`src/rtl/pwp_pkg.sv`:
```
package pwp_pkg;

  // Classification of one access request.
  typedef enum logic [1:0] {
    ACC_IDLE  = 2'd0,
    ACC_READ  = 2'd1,
    ACC_WRITE = 2'd2,
    ACC_BLOCK = 2'd3
  } acc_kind_t;

endpackage

```
`src/rtl/pwp_mask_regs.sv`:
```
module pwp_mask_regs #(
  parameter  int PAGE_CNT = 64,
  parameter  int REG_W    = 32,
  localparam int REG_CNT  = PAGE_CNT / REG_W,
  localparam int SEL_W    = (REG_CNT > 1) ? $clog2(REG_CNT) : 1
) (
  input  logic                clk,
  input  logic                rst_n,
  input  logic                set_en,
  input  logic [SEL_W-1:0]    set_sel,
  input  logic [REG_W-1:0]    set_data,
  input  logic [SEL_W-1:0]    rd_sel,
  output logic [REG_W-1:0]    rd_data,
  output logic [PAGE_CNT-1:0] mask
);

  logic [REG_CNT-1:0][REG_W-1:0] regs;

  for (genvar g = 0; g < REG_CNT; g++) begin : g_reg
    logic             hit;
    logic [REG_W-1:0] nxt;
    logic [REG_W-1:0] q;

    // Set-only update: incoming ones are ORed in.
    always_comb begin
      hit = set_en && (set_sel == SEL_W'(g));
      nxt = q | set_data;
    end

    always_ff @(posedge clk or negedge rst_n) begin
      if (!rst_n) begin
        q <= '0;
      end else if (hit) begin
        q <= nxt;
      end
    end

    assign regs[g] = q;
  end

  assign mask    = regs;
  assign rd_data = regs[rd_sel];

endmodule

```
`src/rtl/pwp_page_check.sv`:
```
module pwp_page_check
  import pwp_pkg::*;
#(
  parameter  int PAGE_CNT = 64,
  localparam int IDX_W    = $clog2(PAGE_CNT)
) (
  input  logic                req_valid,
  input  logic                req_write,
  input  logic [IDX_W-1:0]    page_idx,
  input  logic [PAGE_CNT-1:0] mask,
  output acc_kind_t           kind
);

  logic locked;

  always_comb begin
    locked = mask[page_idx];
    if (!req_valid) begin
      kind = ACC_IDLE;
    end else if (!req_write) begin
      kind = ACC_READ;
    end else if (locked) begin
      kind = ACC_BLOCK;
    end else begin
      kind = ACC_WRITE;
    end
  end

endmodule

```
`src/rtl/pwp_out_stage.sv`:
```
module pwp_out_stage
  import pwp_pkg::*;
#(
  parameter  int ADDR_W = 16,
  parameter  int DATA_W = 32,
  localparam int BE_W   = DATA_W / 8
) (
  input  logic              clk,
  input  logic              rst_n,
  input  acc_kind_t         kind,
  input  logic [ADDR_W-1:0] addr,
  input  logic [BE_W-1:0]   be,
  input  logic [DATA_W-1:0] wdata,
  output logic              mem_en,
  output logic              mem_we,
  output logic [ADDR_W-1:0] mem_addr,
  output logic [BE_W-1:0]   mem_be,
  output logic [DATA_W-1:0] mem_wdata,
  output logic              viol
);

  acc_kind_t         kind_q;
  logic              cap_en;
  logic [ADDR_W-1:0] addr_q;
  logic [BE_W-1:0]   be_q;
  logic [DATA_W-1:0] data_q;

  // Payload registers load only when an access actually passes.
  always_comb begin
    cap_en = (kind == ACC_READ) || (kind == ACC_WRITE);
  end

  always_ff @(posedge clk or negedge rst_n) begin
    if (!rst_n) begin
      kind_q <= ACC_IDLE;
    end else begin
      kind_q <= kind;
    end
  end

  always_ff @(posedge clk or negedge rst_n) begin
    if (!rst_n) begin
      addr_q <= '0;
      be_q   <= '0;
      data_q <= '0;
    end else if (cap_en) begin
      addr_q <= addr;
      be_q   <= be;
      data_q <= wdata;
    end
  end

  always_comb begin
    mem_en    = (kind_q == ACC_READ) || (kind_q == ACC_WRITE);
    mem_we    = (kind_q == ACC_WRITE);
    viol      = (kind_q == ACC_BLOCK);
    mem_addr  = addr_q;
    mem_be    = be_q;
    mem_wdata = data_q;
  end

endmodule

```
`src/rtl/page_wr_guard.sv`:
```
module page_wr_guard
  import pwp_pkg::*;
#(
  parameter  int PAGE_CNT   = 64,
  parameter  int PAGE_BYTES = 1024,
  parameter  int REG_W      = 32,
  parameter  int ADDR_W     = 16,
  parameter  int DATA_W     = 32,
  localparam int OFF_W      = $clog2(PAGE_BYTES),
  localparam int IDX_W      = $clog2(PAGE_CNT),
  localparam int REG_CNT    = PAGE_CNT / REG_W,
  localparam int SEL_W      = (REG_CNT > 1) ? $clog2(REG_CNT) : 1,
  localparam int BE_W       = DATA_W / 8
) (
  input  logic              clk,
  input  logic              rst_n,
  input  logic              cfg_set_en,
  input  logic [SEL_W-1:0]  cfg_set_sel,
  input  logic [REG_W-1:0]  cfg_set_data,
  input  logic [SEL_W-1:0]  cfg_rd_sel,
  output logic [REG_W-1:0]  cfg_rd_data,
  input  logic              req_valid,
  input  logic              req_write,
  input  logic [ADDR_W-1:0] req_addr,
  input  logic [BE_W-1:0]   req_be,
  input  logic [DATA_W-1:0] req_wdata,
  output logic              mem_en_o,
  output logic              mem_we_o,
  output logic [ADDR_W-1:0] mem_addr_o,
  output logic [BE_W-1:0]   mem_be_o,
  output logic [DATA_W-1:0] mem_wdata_o,
  output logic              viol_o
);

  logic [1:0]          rst_pipe;
  logic                rst_sync_n;
  logic [PAGE_CNT-1:0] lock_mask;
  logic [IDX_W-1:0]    page_idx;
  acc_kind_t           acc_kind;

  // Assert asynchronously, release after two clock edges.
  always_ff @(posedge clk or negedge rst_n) begin
    if (!rst_n) begin
      rst_pipe <= '0;
    end else begin
      rst_pipe <= {rst_pipe[0], 1'b1};
    end
  end
  assign rst_sync_n = rst_pipe[1];

  assign page_idx = req_addr[OFF_W +: IDX_W];

  pwp_mask_regs #(.PAGE_CNT(PAGE_CNT), .REG_W(REG_W)) u_regs (
    .clk      (clk),
    .rst_n    (rst_sync_n),
    .set_en   (cfg_set_en),
    .set_sel  (cfg_set_sel),
    .set_data (cfg_set_data),
    .rd_sel   (cfg_rd_sel),
    .rd_data  (cfg_rd_data),
    .mask     (lock_mask)
  );

  pwp_page_check #(.PAGE_CNT(PAGE_CNT)) u_check (
    .req_valid (req_valid),
    .req_write (req_write),
    .page_idx  (page_idx),
    .mask      (lock_mask),
    .kind      (acc_kind)
  );

  pwp_out_stage #(.ADDR_W(ADDR_W), .DATA_W(DATA_W)) u_out (
    .clk       (clk),
    .rst_n     (rst_sync_n),
    .kind      (acc_kind),
    .addr      (req_addr),
    .be        (req_be),
    .wdata     (req_wdata),
    .mem_en    (mem_en_o),
    .mem_we    (mem_we_o),
    .mem_addr  (mem_addr_o),
    .mem_be    (mem_be_o),
    .mem_wdata (mem_wdata_o),
    .viol      (viol_o)
  );

endmodule

```
`config.mk`:
```
export PLATFORM = sky130hd
export DESIGN_NAME = page_wr_guard
export DESIGN_NICKNAME = d
export VERILOG_FILES = /design/src/rtl/pwp_pkg.sv /design/src/rtl/pwp_mask_regs.sv /design/src/rtl/pwp_page_check.sv /design/src/rtl/pwp_out_stage.sv /design/src/rtl/page_wr_guard.sv
export SDC_FILE = /design/constraint.sdc
export NUM_CORES = 1
export LEC_CHECK = 0
export BUFFER_PORTS_ARGS = -buffer_cell sky130_fd_sc_hd__buf_4
export CORE_MARGIN = 2
export CORE_UTILIZATION = 51
export CTS_CLUSTER_SIZE = 24
export DETAILED_ROUTE_END_ITERATION = 12
export PLACE_DENSITY = 0.77
export SETUP_SLACK_MARGIN = 0.3
export SLEW_MARGIN = 10
export SYNTH_ARGS = -nofsm -noshare
export SYNTH_HDL_FRONTEND = slang
export SYNTH_SLANG_ARGS = --single-unit
```
`constraint.sdc`:
```
create_clock -name clk -period 4.3 [get_ports clk]
set_clock_uncertainty 0.05 [all_clocks]
set_input_delay 0.43 -clock clk [delete_from_list [all_inputs] [get_ports clk]]
set_output_delay 0.43 -clock clk [all_outputs]
set_load 0.01 [all_outputs]
```
==> run_results.csv <==
group,metric,value,unit
cts,cts_tree,"built",
cts,cts_max_path_buffers,2,
pwr,leakage,3.32,nW
synthesis,avgSynthCellArea,15.2,µm²
finish,final_cells,685,
drt,wl,13700,µm
floorplanning,start_util,52.5,%
drt,drc,0,
placement,io_buffer_count,177,
floorplanning,rows,37,
cts,cts-root-buf,"clkbuf_8",
timing,relSlewSlack,25.0,%
synthesis,synthArstFlopShare,100,%
pwr,peakVddDrop,0.256,mV
critical_path,startpoint_type,"register",
drt,vias,3743,
floorplanning,die_x,107,µm
finish,syn2layout_area_growth,38.3,%
floorplanning,dieHeight,107,µm
drt,wl_per_cell,19.9,µm
synthesis,synth-edff-count,0,
synthesis,yosysWarningCount,0,
finish,layout_commonest_cell,"buf_4",
synthesis,synth_nets,450,
cts,cts_max_level,4,
placement,gp_congestion,0.796,
cts,clkTransAtPathRegs,60,ps
drt,postRouteAntennaNets,0,
global_route,grt_antenna_before_repair,0,
synthesis,synthTopCellsByArea,"dfrtp_1 55%, mux2_4 14%, a21o_1 8.9%",
pwr,seqPwrFrac,38.7,%
timing,fmax,314,MHz
finish,final_area,0.00749,mm²
drt,drt-initial-drc-count,222,
timing,period_needed,3180,ps
finish,mostFrequentLayoutCells,"181 x buf_4, 119 x dfrtp_1, 64 x a21o_1",
placement,place_hpwl,9360,µm
timing,setup_tns,0,ps
timing,holdWs,69.4,ps
synthesis,synth_cells,357,
timing,setup_viol,0,
pwr,swShare,24.2,%
timing,final_max_slew_viol_count,0,
timing,fin_crit_sh,74.0,%
synthesis,ys.flop_type,"dfrtp_1",
floorplanning,ios,178,
critical_path,cp.arrival,3520,ps
global_route,grt_pass1_vias,4015,
global_route,grt_pass1_wl,21400,µm
drt,routed_via_density,5.46,
critical_path,cp_max_fo,30,
finish,post-route-util,72.6,%
finish,layout.nets,629,
floorplanning,die-area,0.0115,mm²
pwr,power_frac_clock,45.0,%
critical_path,required,4640,ps
floorplanning,core,0.0103,mm²
cts,cts-buffers-inserted,17,
global_route,grt_overflow_total,0,
placement,placed_cells,652,
finish,antenna_cells,0,
timing,hold_violations,0,
synthesis,yosysTopAreaCell,"dfrtp_1",
pwr,combPwrFrac,16.4,%
cts,cts.sinks,120,
synthesis,yosysSeqAreaShare,55.4,%
synthesis,syn_area,0.00542,mm²
synthesis,synth_top_area_share,55.4,%
cts,clock_latency,520,ps
finish,layout-drive-gt1-share,57.6,%
timing,setup_ws,1120,ps
synthesis,synth_seq_cells,120,
critical_path,crit_type,"reg2reg",
pwr,powerDensity,448,mW/mm²
critical_path,endpoint_kind,"register",
pwr,total_power,3.36,mW
timing,rsz0062_at_grt,"no",
synthesis,ys_types,31,
drt,drtPass1Iterations,4,
global_route,grt_max_degree,74,
timing,worstMarginPinSlew,1130,ps
status,status,"finished clean",
run,maxCapViolations,0,
pwr,internal_power,2.54,mW
cts,post_cts_buffers,0,
pwr,switchingPower,0.814,mW
global_route,track_usage,24.6,%
placement,dp_slack,664,ps
min_path,hp-class,"in2reg",
placement,placed_area,0.00685,mm²
cells by family (layout without fill, tap and decap cells):
group                      Yosys count  count (layout)  share of synthesized area, %
DFF                                120             120                          55.4
muxes                              109             109                          28.3
AOI/OAI and AO/OA                   78              78                          11.1
buffers and inverters               29             221                          2.91
and+or+nand+nor                     18              18                          1.73
adders and majority gates            2               2                         0.462
other                                1               1                        0.0692
layer usage:
layer  wire length (µm)  vias to the layer above  GRT usage, %
li1                   -                     1675             -
met1               5740                     1908          32.3
met2               6830                      144          39.7
met3                887                       16          6.32
met4                203                        0          8.35
met5                  0                        -             0
worst max-delay path: stages (launching register included):
cell,delay (ps)
dfrtp_1,400
mux4_2,470
mux2_2,280
o311ai_1,550
o221ai_4,570
buf_12,390
mux2_4,320
state kept, by name (all words and copies together) (netlist names):
| signal | flops |
|---|---|
| rst_pipe | 2 |
| u_out.kind_q | 2 |
| u_out.mem_addr | 16 |
| u_out.mem_be | 4 |
| u_out.mem_wdata | 32 |
| u_regs.g.q | 64 |
cells in the mapped netlist, drive strengths merged, types with 3 or more instances:
master / count
nor2: 3
mux2i: 12
buf: 13
nor2b: 3
mux4: 12
clkbuf: 10
a21o: 64
nand2: 4
nand3: 3
dfrtp: 120
mux2: 85
inv: 6
final cells by class:
class,instances,area (µm²)
Fill cell,688,2830
Timing Repair Buffer,183,1390
Clock buffer,19,442
Sequential cell,120,3010
Clock inverter,13,193
Multi-Input combinational cell,208,2270
Tap cell,136,170
Inverter,6,22.5
power groups by stage:
stage                     registers [mW]  logic, mW  clock network (mW)
after floorplan                     1.37      0.217                   0
after global placement              1.31      0.539                   0
after detailed placement            1.31      0.551                   0
after CTS                           1.30      0.555                1.54
after global routing                1.31      0.585                1.59
final                               1.30      0.550                1.51
final timing paths:
| kind | endpoint | depth (start not counted) | slack [ps] | startpoint |
|---|---|---|---|---|
| max | u_out.mem_addr[9]$_DFFE_PN0P_ | 6 | 1120 | u_regs.g_reg[1].q[5]$_DFFE_PN0P_ |
| min | u_regs.g_reg[0].q[12]$_DFFE_PN0P_ | 2 | 70 | cfg_set_data[12] |
| max reg2reg | u_out.mem_addr[9]$_DFFE_PN0P_ | 6 | 1120 | u_regs.g_reg[1].q[5]$_DFFE_PN0P_ |
| min reg2reg | rst_pipe[1]$_DFF_PN0_ | 0 | 300 | rst_pipe[0]$_DFF_PN0_ |
| max in group asynchronous | u_out.mem_addr[13]$_DFFE_PN0P_ | 1 | 3070 | rst_pipe[1]$_DFF_PN0_ |
| min in group asynchronous | rst_pipe[0]$_DFF_PN0_ | 2 | 170 | rst_n |
timing repair:
action / 4_1_cts / 5_1_grt
hold buffers: 1 / 0
gates resized for setup: 0 / 0
hold endpoints to repair: 2 / 0
(Power assumes the default switching activity.)
